[config.mk]
export PLATFORM = sky130hd
export DESIGN_NAME = ssrx_top
export DESIGN_NICKNAME = d
export VERILOG_FILES = /design/src/rtl/ssrx_pkg.sv /design/src/rtl/ssrx_sync_edge.sv /design/src/rtl/ssrx_deser.sv /design/src/rtl/ssrx_fifo.sv /design/src/rtl/ssrx_top.sv
export SDC_FILE = /design/constraint.sdc
export NUM_CORES = 1
export LEC_CHECK = 0
export ABC_AREA = 1
export BUFFER_PORTS_ARGS = -buffer_cell sky130_fd_sc_hd__buf_4
export CAP_MARGIN = 20
export CORE_UTILIZATION = 40
export CTS_CLUSTER_DIAMETER = 150
export CTS_CLUSTER_SIZE = 30
export DETAILED_ROUTE_END_ITERATION = 16
export MAX_ROUTING_LAYER = met4
export SYNTH_ARGS = -nofsm -noshare
export SYNTH_HDL_FRONTEND = slang
export SYNTH_SLANG_ARGS = --single-unit
[constraint.sdc]
create_clock -name clk -period 3.38 [get_ports clk]
set_clock_uncertainty 0.1 [all_clocks]
set_input_delay 0.338 -clock clk [delete_from_list [all_inputs] [get_ports clk]]
set_output_delay 0.338 -clock clk [all_outputs]
set_load 0.05 [all_outputs]
[src/rtl/ssrx_pkg.sv]
`timescale 1ns/1ps
package ssrx_pkg;

    localparam int unsigned BYTE_W = 8;

    typedef logic [BYTE_W-1:0] byte_t;

    // register window decode
    typedef enum logic [1:0] {
        ADR_CTRL = 2'd0,
        ADR_STAT = 2'd1,
        ADR_DATA = 2'd2,
        ADR_NONE = 2'd3
    } reg_adr_e;

    // control register: [3:2] trigger select, [1] irq enable, [0] rx enable
    typedef struct packed {
        logic [1:0] trig_sel;
        logic       irq_en;
        logic       rx_en;
    } ctrl_t;

    localparam int unsigned CTRL_W = $bits(ctrl_t);

    // fill threshold for each trigger selection
    function automatic int unsigned trig_level(input logic [1:0] sel);
        case (sel)
            2'd0:    return 1;
            2'd1:    return 4;
            2'd2:    return 8;
            default: return 14;
        endcase
    endfunction

endpackage

[src/rtl/ssrx_sync_edge.sv]
`timescale 1ns/1ps
// Brings the serial clock and data into the clk domain and flags rising edges.
module ssrx_sync_edge #(
    parameter int unsigned STAGES = 2
) (
    input  logic clk,
    input  logic rst_n,
    input  logic sclk_i,
    input  logic sdata_i,
    output logic rise_o,
    output logic bit_o
);

    typedef struct packed {
        logic [STAGES-1:0] ck;
        logic [STAGES-1:0] dt;
        logic              last;
        logic              rise;
        logic              bitv;
    } sync_st_t;

    sync_st_t st_d, st_q;

    always_comb begin
        st_d      = st_q;
        st_d.ck   = {st_q.ck[STAGES-2:0], sclk_i};
        st_d.dt   = {st_q.dt[STAGES-2:0], sdata_i};
        st_d.last = st_q.ck[STAGES-1];
        st_d.rise = st_q.ck[STAGES-1] & ~st_q.last;
        st_d.bitv = st_q.dt[STAGES-1];
    end

    always_ff @(posedge clk or negedge rst_n) begin
        if (!rst_n) st_q <= '0;
        else        st_q <= st_d;
    end

    assign rise_o = st_q.rise;
    assign bit_o  = st_q.bitv;

endmodule

[src/rtl/ssrx_deser.sv]
`timescale 1ns/1ps
// Shift register: LSB-first assembly of one byte, push strobe on the last bit.
module ssrx_deser
    import ssrx_pkg::*;
(
    input  logic  clk,
    input  logic  rst_n,
    input  logic  en_i,
    input  logic  rise_i,
    input  logic  bit_i,
    output logic  push_o,
    output byte_t byte_o
);

    localparam int unsigned BIT_CW = $clog2(BYTE_W);
    localparam logic [BIT_CW-1:0] LAST_BIT = BIT_CW'(BYTE_W - 1);

    typedef struct packed {
        byte_t             sh;
        logic [BIT_CW-1:0] n;
    } des_st_t;

    des_st_t st_d, st_q;
    byte_t   frame;
    logic    push;

    always_comb begin
        st_d  = st_q;
        push  = 1'b0;
        frame = {bit_i, st_q.sh[BYTE_W-1:1]};
        if (!en_i) begin
            st_d.n = '0;
        end else if (rise_i) begin
            st_d.sh = frame;
            if (st_q.n == LAST_BIT) begin
                push   = 1'b1;
                st_d.n = '0;
            end else begin
                st_d.n = st_q.n + 1'b1;
            end
        end
    end

    always_ff @(posedge clk or negedge rst_n) begin
        if (!rst_n) st_q <= '0;
        else        st_q <= st_d;
    end

    assign push_o = push;
    assign byte_o = frame;

endmodule

[src/rtl/ssrx_fifo.sv]
`timescale 1ns/1ps
// Receive buffer: push ignored when full, pop ignored when empty.
module ssrx_fifo
    import ssrx_pkg::*;
#(
    parameter int unsigned DEPTH = 16
) (
    input  logic                       clk,
    input  logic                       rst_n,
    input  logic                       push_i,
    input  byte_t                      din_i,
    input  logic                       pop_i,
    output byte_t                      head_o,
    output logic [$clog2(DEPTH+1)-1:0] cnt_o,
    output logic                       full_o,
    output logic                       empty_o
);

    localparam int unsigned PTR_W = (DEPTH > 1) ? $clog2(DEPTH) : 1;
    localparam int unsigned CNT_W = $clog2(DEPTH + 1);
    localparam logic [PTR_W-1:0] PTR_MAX = PTR_W'(DEPTH - 1);
    localparam logic [CNT_W-1:0] CNT_MAX = CNT_W'(DEPTH);

    typedef struct packed {
        logic [DEPTH-1:0][BYTE_W-1:0] mem;
        logic [PTR_W-1:0]             wp;
        logic [PTR_W-1:0]             rp;
        logic [CNT_W-1:0]             cnt;
    } fifo_st_t;

    fifo_st_t st_d, st_q;
    logic     do_push, do_pop;

    function automatic logic [PTR_W-1:0] step(input logic [PTR_W-1:0] p);
        return (p == PTR_MAX) ? '0 : p + 1'b1;
    endfunction

    always_comb begin
        st_d    = st_q;
        do_push = push_i & (st_q.cnt != CNT_MAX);
        do_pop  = pop_i & (st_q.cnt != '0);
        if (do_push) begin
            st_d.mem[st_q.wp] = din_i;
            st_d.wp           = step(st_q.wp);
        end
        if (do_pop) begin
            st_d.rp = step(st_q.rp);
        end
        case ({do_push, do_pop})
            2'b10:   st_d.cnt = st_q.cnt + 1'b1;
            2'b01:   st_d.cnt = st_q.cnt - 1'b1;
            default: st_d.cnt = st_q.cnt;
        endcase
    end

    always_ff @(posedge clk or negedge rst_n) begin
        if (!rst_n) st_q <= '0;
        else        st_q <= st_d;
    end

    assign head_o  = st_q.mem[st_q.rp];
    assign cnt_o   = st_q.cnt;
    assign full_o  = (st_q.cnt == CNT_MAX);
    assign empty_o = (st_q.cnt == '0);

endmodule

[src/rtl/ssrx_top.sv]
`timescale 1ns/1ps
// Clock-synchronous serial receive channel with trigger-level ready flag.
module ssrx_top
    import ssrx_pkg::*;
#(
    parameter int unsigned DEPTH       = 16,
    parameter int unsigned SYNC_STAGES = 2
) (
    input  logic                       clk,
    input  logic                       rst_n,
    input  logic                       sclk_i,
    input  logic                       sdata_i,
    input  logic                       wr_en_i,
    input  logic                       rd_en_i,
    input  logic [1:0]                 addr_i,
    input  logic [7:0]                 wdata_i,
    output logic [7:0]                 rdata_o,
    input  logic                       dma_rd_i,
    output logic                       irq_o,
    output logic [$clog2(DEPTH+1)-1:0] fill_o
);

    localparam int unsigned CNT_W = $clog2(DEPTH + 1);

    typedef struct packed {
        ctrl_t ctrl;
        logic  rdy;
        logic  arm;
        logic  ovr;
        logic  irq;
    } top_st_t;

    top_st_t          st_d, st_q;
    logic             rise, bitv;
    logic             push;
    byte_t            rx_byte;
    byte_t            head;
    logic [CNT_W-1:0] cnt;
    logic             full, empty;
    logic             pop;
    logic             wr_ctrl, wr_stat, rd_stat, rd_data;
    logic             sw_clr, hit;
    byte_t            rdata;
    logic             unused_wdata;

    assign unused_wdata = ^wdata_i[7:CTRL_W];

    ssrx_sync_edge #(.STAGES(SYNC_STAGES)) u_sync (
        .clk     (clk),
        .rst_n   (rst_n),
        .sclk_i  (sclk_i),
        .sdata_i (sdata_i),
        .rise_o  (rise),
        .bit_o   (bitv)
    );

    ssrx_deser u_deser (
        .clk    (clk),
        .rst_n  (rst_n),
        .en_i   (st_q.ctrl.rx_en & ~st_q.ovr),
        .rise_i (rise),
        .bit_i  (bitv),
        .push_o (push),
        .byte_o (rx_byte)
    );

    ssrx_fifo #(.DEPTH(DEPTH)) u_fifo (
        .clk     (clk),
        .rst_n   (rst_n),
        .push_i  (push),
        .din_i   (rx_byte),
        .pop_i   (pop),
        .head_o  (head),
        .cnt_o   (cnt),
        .full_o  (full),
        .empty_o (empty)
    );

    always_comb begin
        wr_ctrl = wr_en_i & (addr_i == ADR_CTRL);
        wr_stat = wr_en_i & (addr_i == ADR_STAT);
        rd_stat = rd_en_i & (addr_i == ADR_STAT);
        rd_data = rd_en_i & (addr_i == ADR_DATA);
        pop     = rd_data | dma_rd_i;
        hit     = (cnt >= CNT_W'(trig_level(st_q.ctrl.trig_sel)));
        sw_clr  = wr_stat & ~wdata_i[0] & st_q.arm;
    end

    always_comb begin
        st_d = st_q;
        if (wr_ctrl) begin
            st_d.ctrl = ctrl_t'(wdata_i[CTRL_W-1:0]);
        end
        // two-step clear: a status read that sees the flag set arms the clear
        if (rd_stat && st_q.rdy) begin
            st_d.arm = 1'b1;
        end
        if (sw_clr || dma_rd_i) begin
            st_d.arm = 1'b0;
            st_d.rdy = 1'b0;
        end else begin
            st_d.rdy = st_q.rdy | hit;
        end
        if (push && full) begin
            st_d.ovr = 1'b1;
        end else if (wr_stat && !wdata_i[1]) begin
            st_d.ovr = 1'b0;
        end
        st_d.irq = st_d.rdy & st_d.ctrl.irq_en;
    end

    always_ff @(posedge clk or negedge rst_n) begin
        if (!rst_n) st_q <= '0;
        else        st_q <= st_d;
    end

    always_comb begin
        rdata = '0;
        if (dma_rd_i) begin
            rdata = empty ? '0 : head;
        end else if (rd_en_i) begin
            case (addr_i)
                ADR_CTRL: rdata = byte_t'(st_q.ctrl);
                ADR_STAT: rdata = {6'd0, st_q.ovr, st_q.rdy};
                ADR_DATA: rdata = empty ? '0 : head;
                default:  rdata = '0;
            endcase
        end
    end

    assign rdata_o = rdata;
    assign irq_o   = st_q.irq;
    assign fill_o  = cnt;

endmodule

# Word level (Yosys, flattened, before mapping)

Index checks and enable logic that the tools add are counted.

Magnitude comparators: 4
Reduce and logical (&&, ||, !) cells: 14
Multiplexer cells: 25
Add/subtract/negate cells: 5
Bitwise gates (word level): 16
Eq/ne operators: 12

Operators with widths:

| kind                  | count |
|---|---|
| $bwmux W128           | 1 |
| $mux W8               | 5 |
| $bmux W8 S4           | 1 |
| $demux W8 S4          | 1 |
| $pmux W8 S3           | 1 |
| $pmux W4 S3           | 1 |
| $and A1 B1 Y1         | 11 |
| $lt A4 B5 Y1 const B  | 2 |
| $pmux W5 S2           | 1 |
| $mux W3               | 3 |
| $add A4 B1 Y4 const B | 2 |
| $eq A4 B4 Y1 const B  | 2 |
| $mux W1               | 8 |
| $mux W4               | 2 |
| $eq A2 B1 Y1 const B  | 3 |
| $eq A2 B2 Y1 const B  | 3 |
| $reduce_bool A2 Y1    | 3 |
| $add A5 B1 Y5 const B | 1 |
| $eq A5 B5 Y1 const B  | 1 |
| $ge A5 B5 Y1          | 1 |
| $logic_not A5 Y1      | 1 |
| $ne A5 B5 Y1 const B  | 1 |
| $reduce_bool A5 Y1    | 1 |
| $sub A5 B1 Y5 const B | 1 |
| 12 further kinds      | 19 |

Flip-flop bits (word level): 167
Output and inout bits: 14
Input port bits: 17
Word-level logic and storage cells: 109

# Logic depth before layout (Yosys ltp)

Gate-level depths: netlist of run 1.

Depth in word-level cells: 7
Mapped depth: 17
Mapped depth without buffers: 16

# By module

Synthesis of run 1 repeated with hierarchy kept, for this count alone.

Cell total of the unflattened synthesis: 1245
Area total of the unflattened synthesis: 9414.0 um^2

By module, submodules not included:

| module         | cells each | area an instance (um^2) | instances | seq. area each (um^2) |
|---|---|---|---|---|
| ssrx_fifo      | 1083       | 8109.0                  | 1         | 3528.4 |
| ssrx_top       | 97         | 635.6                   | 1         | 200.2 |
| ssrx_deser     | 56         | 484.2                   | 1         | 250.2 |
| ssrx_sync_edge | 9          | 185.2                   | 1         | 175.2 |

# Worst setup path before layout of run 1

OpenSTA, ideal clock, no wires.

Path kind: reg-to-output
Start: register u_fifo.st_q[6] in the netlist's numbering
End: output port rdata_o[5]
Data required time: 2942 ps
Path slack: 954 ps
Cell stages (with the launch flop): 8
Arrival: 1988 ps
Path buffers: 2
Path through: dfrtp_1 buf_2 inv_1 buf_1 o211ai_1 nand3_1 nand3_1 a21oi_1

Longest elaborated chain between the ends: 6

Ends and longest elaborated chain:

| what                              | RTL line                         | RTL |
|---|---|---|
| start: declaration                | ssrx_fifo.sv:31                  | `fifo_st_t st_d, st_q;` |
| start signal: assignment          | ssrx_fifo.sv:58                  | `else st_q <= st_d;` |
| $bmux W8 S4 (*)                   | ssrx_fifo.sv:61                  | `assign head_o = st_q.mem[st_q.rp];` |
| $mux W8 (not written as such) (*) | ssrx_fifo.sv:61                  |  |
| $mux W8 (*)                       | ssrx_top.sv:120, ssrx_top.sv:125 |  |
| $pmux W8 S3                       | ssrx_top.sv:122                  | `case (addr_i)` |
| $mux W8                           | ssrx_top.sv:121                  | `end else if (rd_en_i) begin` |
| $mux W8 (*)                       | ssrx_top.sv:119                  | `if (dma_rd_i) begin` |
| end: declaration                  | ssrx_top.sv:17                   | `output logic [7:0] rdata_o,` |

Mark *: on every way between the ends. The rest lies on a longest branch, timed or not. The select of a mux whose other input is x is not followed.

# Worst setup path after layout of run 1

Start: register u_fifo.st_q[7] in the netlist's numbering
End: output port rdata_o[6]

The elaborated chain is that of the path after synthesis.

==> results.py, run 1 <==
metrics = {
    "run_status": {
        "status": "completed",
    },
    "global_routing": {
        "grt_use_total_pct": 20.78,
        "grt_pass1_vias": 6485,
        "grt_start_max_net_pins": 76,
        "antenna_found_initial": 0,
        "overflow": 0,
        "grt_pass1_wl_um": 33810,
    },
    "route": {
        "ant_nets": 0,
        "routed_wl_um": 19940,
        "drc": 0,
        "drt_iter0_drc": 460,
        "vias": 6538,
        "drt-vias-per-instance": 4.972,
        "wire_per_inst_um": 15.16,
        "firstDrtPassIters": 6,
    },
    "pwr": {
        "p_leak_nw": 4.539,
        "vdd_drop_max_mv": 0.4444,
        "powerDensity_nw_per_um2": 727.1,
    },
    "final_layout": {
        "multiInputGateArea_um2": 3441,
        "antenna_cells": 0,
        "fillCellCount": 2015,
        "syn_to_final_growth_pct": 10.88,
        "layout-drive-gt1-share_pct": 9.474,
        "finalNetCount": 1063,
        "area.sequential_um2": 4155,
    },
    "yosys": {
        "yosys.area.top_type": "dfrtp_1",
        "ys_seq_area_share_pct": 50.23,
        "syn_area_um2": 8269,
        "synthFlopType": "dfrtp_1",
        "yosys_warnings": 0,
        "synthArstFlopShare_pct": 100.0,
        "synth_edf_count": 0,
        "synth_area_leaders": "dfrtp_1, nand2_1, nand3_1",
        "synth_top_area_share_pct": 50.23,
        "ys_types": 32,
        "syn-num-nets": 1066,
        "avgSynthCellArea_um2": 7.990,
        "synth-seq-cells": 166,
        "syn_inst": 1035,
    },
    "cts": {
        "cts-root-buf": "clkbuf_16",
        "cts_buffer_depth": 2,
        "cts.sinks": 166,
        "tritoncts": "yes",
        "numCtsBuffers": 17,
        "clkSlewWorstSetupHoldPaths_ps": 70,
        "cts.htree.levels": 4,
        "post_cts_buffers": 0,
        "clock_latency_ps": 430,
    },
    "sta": {
        "finalHoldViolCount": 0,
        "fin_crit_sh_pct": 90.28,
        "setup_tns_ps": 0,
        "timing.fmax_mhz": 327.7,
        "worst_slew_pin_slew_ps": 1031,
        "slew_viol_final": 0,
        "rsz0062_at_grt": "no",
        "fin_crit_ps": 3051,
        "fin_ws_ps": 328.5,
        "setup_viol": 0,
        "relSlewSlack_pct": 31.00,
    },
    "setup_path": {
        "end_kind": "primary output",
        "path_class": "flop to primary output",
        "r2r_end": "u_fifo.cnt_o[4]$_DFFE_PN0P_",
        "cp_slowest_cell": "nor2_1",
        "reg2reg_depth": 14,
        "max_stage_delay_ps": 790,
        "critical_path.startpoint_type": "flop",
        "worstPathArrival_ps": 2610,
        "r2r_start": "u_fifo.cnt_o[4]$_DFFE_PN0P_",
        "crit_required_ps": 2940,
        "cp_cell_sequence": "clkinv_1 -> nor2_1 -> nand3_1 -> nand2_1 -> nor2_1 -> nand2_1 -> a21oi_1 -> buf_4",
        "crit_fanout": 12,
        "regToRegSetupSlack_ps": 610,
    },
    "worst_hold_path": {
        "min_path_type": "primary input to flop",
        "min_to": "st_q[4]$_DFFE_PN0P_",
        "hold_start": "wdata_i[0]",
        "holdPathStages": 3,
    },
    "placed_design": {
        "io_buffer_count": 26,
        "globalplace.congestion": 0.8700,
        "dp_hpwl_um": 12980,
        "dp_slack_ps": 676.0,
    },
    "floorplanning": {
        "rows": 52,
        "die_h_um": 145.8,
        "coreArea_um2": 20230,
        "boundaryPins": 31,
        "dieArea_um2": 21250,
        "initial_utilization_pct": 40.87,
        "die_w_um": 145.8,
    },
    "run": {
        "maxCapViolations": 0,
    },
}
[per-layer routing]
layer	share of wire [%]	global-route usage, %	vias up
met4	1.5	5.632	0
met2	46	32.73	90
met3	3.1	3.762	24
met1	49	27.52	3112
li1	-	-	3312
met5	0	-	-
[cells by family after synthesis]
| logic type | count (synthesis) | share of synthesized area [%] |
|---|---|---|
| adders and majority gates | 14 | 2.118 |
| buffers and inverters | 138 | 8.156 |
| and+or+nand+nor | 555 | 28.63 |
| AOI/OAI and AO/OA | 156 | 10.23 |
| xor gates and xnor gates | 6 | 0.6355 |
| DFF | 166 | 50.23 |
[layout make-up]
| cell class | count | area share, % |
|---|---|---|
| Sequential cell | 166 | 45.32 |
| Multi-Input combinational cell | 731 | 37.53 |
| Clock buffer | 18 | 4.790 |
| Timing Repair Buffer | 39 | 3.725 |
| Tap cell | 270 | 3.684 |
| Inverter | 77 | 3.180 |
| Clock inverter | 14 | 1.774 |
[placed cells by master, fill, tap and decap left out, types with 3 or more instances in the layout]
cell type	n
nand2_1	351
dfrtp_1	165
nand3_1	112
inv_1	72
o21ai_1	67
nor2_1	63
o21ai_0	49
buf_4	32
a21oi_1	19
clkbuf_16	17
ha_1	14
nand2_4	12
o21ai_2	11
nand4_1	7
inv_6	7
xor2_1	5
nand2_2	3
a21boi_0	3
nand3b_1	3
clkinv_1	3
o211ai_1	3
dlygate4sd3_1	3
buf_12	3
[critical path: cells and delay by family, from the launching register on]
kind,cells,cell delay (ps)
AND/OR/NAND/NOR,5,1260
flip-flops,1,500
buffers and inverters,2,340
AO/OA/AOI/OAI,1,80
[power breakdown]
part	switching [mW]	internal [mW]	total, mW
clock network	0.880	1.13	2.01
logic	1.72	0.658	2.38
registers	0.177	2.10	2.28
total	2.77	3.89	6.67
[registers in the layout, indices dropped and copies added (netlist names)]
name / count
u_sync.rise_o: 1
irq_o: 1
u_deser.st_q: 3
u_fifo.cnt_o: 5
u_sync.st_q: 1
st_q: 7
u_sync.bit_o: 1
u_deser.byte_o: 7
u_fifo.st_q: 136
u_sync.st_d: 4
[worst max-delay path by stage]
stage                                  endpoint  slack, ps                   startpoint
floorplan                            rdata_o[5]        950   u_fifo.st_q[6]$_DFFE_PN0P_
global placement    u_fifo.cnt_o[4]$_DFFE_PN0P_        650  u_fifo.cnt_o[1]$_DFFE_PN0P_
detailed placement  u_fifo.cnt_o[4]$_DFFE_PN0P_        680  u_fifo.cnt_o[1]$_DFFE_PN0P_
CTS                                  rdata_o[6]        330   u_fifo.st_q[7]$_DFFE_PN0P_
global route                         rdata_o[4]        120   u_fifo.st_q[7]$_DFFE_PN0P_
finish                               rdata_o[6]        330   u_fifo.st_q[7]$_DFFE_PN0P_
[Yosys cell counts (all sizes together) (5+ instances only)]
cell type	count
nand4	7
nand2	366
ha	14
a21oi	19
buf	34
xor2	5
nand3	112
nor2	65
inv	74
clkbuf	27
dfrtp	166
o21ai	127
[metrics by stage]
step	total power, mW	cells	cell area, µm²	util, %	hold slack (ps)
global placement	4.691	1280	8537	42.19	234.1
detailed placement	4.696	1280	8537	42.19	237.9
finish	6.667	1315	9169	45.31	72.56
floorplan	3.929	1035	8269	-	-57.59
CTS	6.732	1315	9169	45.31	65.90
global route	7.070	1315	9169	45.31	97.14
[timing repair]
action	in CTS	in global routing
endpoints found under the hold margin	75	0
hold buffers	3	0
resized for setup	0	0
(Power assumes the default switching activity.)
==> run 2: changes to the inputs <==
==> constraint.sdc (replaced) <==
create_clock -name clk -period 3.05 [get_ports clk]
set_clock_uncertainty 0.1 [all_clocks]
set_input_delay 0.305 -clock clk [delete_from_list [all_inputs] [get_ports clk]]
set_output_delay 0.305 -clock clk [all_outputs]
set_load 0.05 [all_outputs]
==> run 2 against run 1 <==
Routed wire length shrank 0.27%. Global-route usage shrank 0.35 points. Sequential cell count is the same. Cell count grew 0.23%. Non-clock buffer count grew 3. First-iteration DRC count grew 5.4%. Largest cell class unchanged. Largest power group unchanged.
==> results.py, run 2 (synthesis results as in run 1) <==
metrics = {
    "run_status": {
        "status": "completed",
    },
    "floorplanning": {
        "rows": 52,
        "coreArea_um2": 20230,
        "dieArea_um2": 21250,
        "initial_utilization_pct": 40.87,
        "die_w_um": 145.8,
        "die_h_um": 145.8,
        "boundaryPins": 31,
    },
    "cts": {
        "cts.sinks": 166,
        "cts.htree.levels": 4,
        "cts_resized": 0,
        "tritoncts": "yes",
        "clock_latency_ps": 430,
        "hold_buffers": 3,
        "cts-root-buf": "clkbuf_16",
        "clkSlewWorstSetupHoldPaths_ps": 70,
        "post_cts_buffers": 0,
        "numCtsBuffers": 17,
        "cts_buffer_depth": 2,
    },
    "final_layout": {
        "largest_register": "u_fifo.st_q",
        "fin_area_um2": 9154,
        "largest_reg_flops": 136,
        "fillCellCount": 2037,
        "antenna_cells": 0,
        "final_cell_mix": "nand2_1, dfrtp_1, nand3_1",
        "stdcell_count": 1318,
        "finalNetCount": 1066,
        "layout-drive-gt1-share_pct": 9.447,
        "syn_to_final_growth_pct": 10.70,
        "final_common_cell": "nand2_1",
    },
    "setup_path": {
        "crit_required_ps": 2640,
        "path_class": "flop to primary output",
        "worstPathArrival_ps": 2400,
        "critical_path.startpoint_type": "flop",
        "crit_fanout": 13,
        "end_kind": "primary output",
    },
    "placed_design": {
        "dpl_cell_area_um2": 8572,
        "dp_hpwl_um": 13380,
        "dp.cells": 1283,
        "io_buffer_count": 26,
        "globalplace.congestion": 0.8310,
    },
    "pwr": {
        "p_leak_nw": 4.523,
        "vdd_drop_max_mv": 0.3697,
        "p_total_mw": 7.239,
        "powerDensity_nw_per_um2": 790.8,
    },
    "sta": {
        "slew_viol_final": 0,
        "fin_crit_ps": 2809,
        "rsz0062_at_grt": "no",
        "finalHoldViolCount": 0,
        "setup_tns_ps": 0,
        "relSlewSlack_pct": 48.86,
        "setup_viol": 0,
        "fin_crit_sh_pct": 92.11,
        "timing.fmax_mhz": 356.0,
        "worst_slew_pin_slew_ps": 766.3,
    },
    "route": {
        "wire_per_inst_um": 15.09,
        "drt_iter0_drc": 485,
        "ant_nets": 0,
        "drc": 0,
        "drt-vias-per-instance": 4.955,
        "vias": 6531,
        "firstDrtPassIters": 5,
        "routed_wl_um": 19880,
    },
    "run": {
        "maxCapViolations": 0,
    },
    "worst_hold_path": {
        "min_path_type": "primary input to flop",
    },
    "global_routing": {
        "overflow": 0,
        "grt_pass1_wl_um": 33240,
        "antenna_found_initial": 0,
        "grt_start_max_net_pins": 58,
        "grt_use_total_pct": 20.43,
        "grt_pass1_vias": 6258,
    },
}
run 2: cell count changes in the layout (fill, tap and decap cells not counted), sizes merged:
| cell | delta |
|---|---|
| inv | -6 |
| buf | +3 |
| clkbuf | +3 |
| clkinvlp | +3 |
| bufinv | -1 |
| clkinv | +1 |
run 2: where the power goes:
part | switching [mW] | total [mW] | internal [mW]
clock | 0.909 | 2.06 | 1.15
combinational | 1.86 | 2.62 | 0.757
sequential | 0.236 | 2.57 | 2.33
total | 3.00 | 7.24 | 4.24
run 2: path summary, 6_finish.rpt:
kind	start	to	slack (ps)	depth (start not counted)
worst min-delay path	wdata_i[3]	st_q[7]$_DFFE_PN0P_	40	3
worst max register to register	u_fifo.cnt_o[4]$_DFFE_PN0P_	u_fifo.cnt_o[4]$_DFFE_PN0P_	580	15
max in group asynchronous	rst_n	u_fifo.st_q[5]$_DFFE_PN0P_	1800	3
worst min register to register	u_sync.st_d[6]$_DFF_PN0_	u_sync.st_d[2]$_DFF_PN0_	250	0
worst max-delay path	u_fifo.st_q[6]$_DFFE_PN0P_	rdata_o[6]	240	8
min in group asynchronous	rst_n	u_fifo.st_q[113]$_DFFE_PN0P_	310	2
run 2: worst max-delay path, cell delays in order, from the launching register on:
cell and delay (ps):
dfrtp_1 560, nor2_1 580, buf_4 260, nand3_1 70
nand2_1 90, inv_1 60, nand3_1 70, a21oi_1 80
buf_4 210
run 2: per-layer routing:
metal	up-vias	share of wire, %	GRT usage, %
li1	3314	-	-
met3	19	3.4	3.605
met2	113	47	32.06
met1	3085	49	27.52
met4	0	1.2	4.737
met5	-	0	-
run 2: cell type report:
type / count / area [µm²] / share of cell area [%]
clock inverter: 11 / 101.3 / 1.107
inverter: 77 / 291.5 / 3.185
timing repair buffer: 42 / 376.6 / 4.114
sequential: 166 / 4155 / 45.39
tap: 270 / 337.8 / 3.691
multi-input combinational: 731 / 3441 / 37.59
clock buffer: 21 / 450.4 / 4.921
run 2: through the flow:
step,util (%),worst slack [ps],hold WS (ps)
6_report,45.24,240.6,38.99
3_3_place_gp,42.36,598.7,227.6
2_1_floorplan,-,644.3,-90.59
3_5_place_dp,42.36,595.1,232.4
5_1_grt,45.24,84.60,53.50
4_1_cts,45.24,202.5,33.28
==> run 3: changes to the inputs <==
--- a/config.mk
+++ b/config.mk
@@ -5,7 +5,6 @@
 export SDC_FILE = /design/constraint.sdc
 export NUM_CORES = 1
 export LEC_CHECK = 0
-export ABC_AREA = 1
 export BUFFER_PORTS_ARGS = -buffer_cell sky130_fd_sc_hd__buf_4
 export CAP_MARGIN = 20
 export CORE_UTILIZATION = 40
==> run 3 against run 2 <==
Core utilization up 0.97 points. Critical path depth down 2. Routed wire length down 16%. Hold slack worse by 3.8 ps. Register-to-register slack worse by 290 ps. Combinational power down 43%. First-iteration DRC count down 50%. Global-route usage down 1.5 points. Clock power down 7%. Power down 16%. Sequential power up 4%. Maximum frequency down 3.1%.
==> results.py, run 3 <==
metrics = {
    "route": {
        "ant_nets": 0,
        "wire_per_inst_um": 19.69,
        "vias": 4496,
        "drc": 0,
        "firstDrtPassIters": 4,
        "drt-vias-per-instance": 5.314,
        "drt_iter0_drc": 243,
        "routed_wl_um": 16660,
    },
    "cts": {
        "cts-root-buf": "clkbuf_16",
        "cts.sinks": 166,
        "clock_latency_ps": 420,
        "tritoncts": "yes",
        "cts.htree.levels": 4,
        "clkSlewWorstSetupHoldPaths_ps": 60,
        "numCtsBuffers": 17,
        "cts_buffer_depth": 2,
        "post_cts_buffers": 0,
    },
    "setup_path": {
        "crit_required_ps": 2640,
        "crit_path_start": "u_fifo.st_q[5]$_DFFE_PN0P_",
        "critical_path.startpoint_type": "flop",
        "cp.depth": 6,
        "cp_cell_sequence": "buf_4 -> mux4_2 -> mux2i_2 -> nor2_1 -> a221o_1 -> buf_4",
        "path_class": "flop to primary output",
        "crit_path_end": "rdata_o[2]",
        "r2r_start": "u_fifo.cnt_o[1]$_DFFE_PN0P_",
        "crit_buf_inv": 2,
        "r2r_end": "u_fifo.cnt_o[4]$_DFFE_PN0P_",
        "regToRegSetupSlack_ps": 290,
        "reg2reg_depth": 11,
        "max_stage_delay_ps": 550,
        "worstPathArrival_ps": 2490,
        "end_kind": "primary output",
        "critPathTopFamily": "multiplexers",
        "cp_common_cell": "buf_4",
        "crit_fanout": 14,
        "cp_slowest_cell": "mux4_2",
    },
    "global_routing": {
        "grt_pass1_wl_um": 27320,
        "grt_start_max_net_pins": 82,
        "grt_use_total_pct": 18.89,
        "overflow": 0,
        "grt_pass1_vias": 4810,
        "antenna_found_initial": 0,
    },
    "floorplanning": {
        "die_w_um": 142.9,
        "dieArea_um2": 20420,
        "initial_utilization_pct": 40.80,
        "die_h_um": 142.9,
        "coreArea_um2": 19460,
        "boundaryPins": 31,
        "rows": 51,
    },
    "final_layout": {
        "layout-drive-gt1-share_pct": 25.99,
        "syn_to_final_growth_pct": 13.27,
        "finalNetCount": 600,
        "final_cell_mix": "dfrtp_1, mux2_1, buf_4",
        "fillCellCount": 1715,
        "largest_reg_flops": 136,
        "antenna_cells": 0,
        "largest_register": "u_fifo.st_q",
        "fin_area_um2": 8994,
        "final_common_cell": "dfrtp_1",
    },
    "sta": {
        "relSlewSlack_pct": 49.31,
        "worst_slew_pin_slew_ps": 760.4,
        "fin_crit_ps": 2900,
        "setup_viol": 0,
        "setup_tns_ps": 0,
        "fin_crit_sh_pct": 95.07,
        "timing.fmax_mhz": 344.9,
        "finalHoldViolCount": 0,
        "rsz0062_at_grt": "no",
        "slew_viol_final": 0,
    },
    "yosys": {
        "ys_seq_area_share_pct": 52.32,
        "yosys.area.top_type": "dfrtp_1",
        "synthFlopType": "dfrtp_1",
        "syn_area_um2": 7940,
        "synthArstFlopShare_pct": 100.0,
        "synth.most_common_cell": "dfrtp_1",
        "synth_edf_count": 0,
        "synth-seq-cells": 166,
        "syn-num-nets": 575,
        "yosys_warnings": 0,
        "synth_commonest_cells": "dfrtp_1, mux2_1, mux4_2",
        "synth_top_area_share_pct": 52.32,
        "ys_types": 52,
        "avgSynthCellArea_um2": 14.60,
        "syn_inst": 544,
        "synth_area_leaders": "dfrtp_1, mux2_1, mux4_2",
    },
    "worst_hold_path": {
        "holdPathStages": 3,
        "min_path_type": "primary input to flop",
    },
    "pwr": {
        "vdd_drop_max_mv": 0.3968,
        "powerDensity_nw_per_um2": 674.6,
        "p_leak_nw": 4.398,
    },
    "placed_design": {
        "globalplace.congestion": 0.7941,
        "dpl_cell_area_um2": 8418,
        "dp_hpwl_um": 10900,
        "io_buffer_count": 26,
    },
    "run": {
        "maxCapViolations": 0,
    },
    "run_status": {
        "status": "completed",
    },
}
## run 3: worst min path at each step
stage	endpoint	slack (ps)	startpoint
floorplan	irq_o$_DFF_PN0_	-90	rst_n
global placement	u_sync.bit_o$_DFF_PN0_	230	u_sync.st_d[0]$_DFF_PN0_
detailed placement	u_sync.st_d[2]$_DFF_PN0_	230	u_sync.st_d[6]$_DFF_PN0_
CTS	st_q[7]$_DFFE_PN0P_	8	wdata_i[3]
global route	st_q[4]$_DFFE_PN0P_	20	wdata_i[0]
finish	st_q[7]$_DFFE_PN0P_	40	wdata_i[3]
## run 3: cell type report
cell class / count / area, µm² / share of cell area [%]
flip-flops and latches: 166 / 4155 / 46.20
repair buffers: 48 / 424.2 / 4.716
clock inverters: 8 / 51.30 / 0.5704
inverters: 9 / 36.28 / 0.4034
clock buffers: 23 / 478.0 / 5.314
well taps: 265 / 331.6 / 3.687
multi-input cells: 327 / 3517 / 39.11
## run 3: cell families (layout without fill, tap and decap cells)
kind of cell / count (synthesis) / in the layout / share of synthesized area, %
buffers and inverters: 51 / 88 / 3.467
xor gates and xnor gates: 9 / 9 / 0.9927
DFF: 166 / 166 / 52.32
muxes: 186 / 186 / 31.48
and+or+nand+nor: 77 / 77 / 5.815
AOI/OAI and AO/OA: 41 / 41 / 3.719
adders and majority gates: 14 / 14 / 2.206
## run 3: per-stage QoR
stage	cells	util (%)	setup slack, ps	hold WS, ps	power, mW
finish	846	46.21	150.4	35.24	6.067
global route	846	46.21	28.94	15.97	6.379
CTS	846	46.18	106.8	8.482	6.149
detailed placement	811	43.25	202.4	234.7	4.200
global placement	811	43.25	255.4	233.3	4.162
floorplan	544	-	41.74	-90.59	3.690
## run 3: timing repair
item                                    CTS  global route
hold buffers                              4             0
endpoints found under the hold margin    80             0
gates resized for setup                   0             2
endpoints found under the setup margin    0             2
## run 3: worst register-to-register path, cell delays in order (launching register included)
cell,delay (ps)
dfrtp_1,380
or4_4,540
o22ai_4,200
inv_4,80
ha_2,260
xor2_1,170
ha_1,230
nand2b_1,150
nor4_1,180
a21oi_1,70
a21oi_1,180
xor2_1,150
## run 3: where the power goes
group	internal (mW)	leakage (nW)	total, mW	switching [mW]
clock network	1.10	0.255	1.92	0.826
registers	2.32	2.27	2.66	0.332
logic	0.631	1.88	1.49	0.859
total	4.05	4.40	6.07	2.02
## run 3: per-layer routing
layer / GRT usage [%] / wire length [µm] / vias up
li1: - / - / 2041
met1: 24.32 / 7546 / 2371
met2: 30.06 / 8332 / 67
met3: 3.555 / 533 / 17
met4: 6.395 / 244 / 0
met5: - / 0 / -
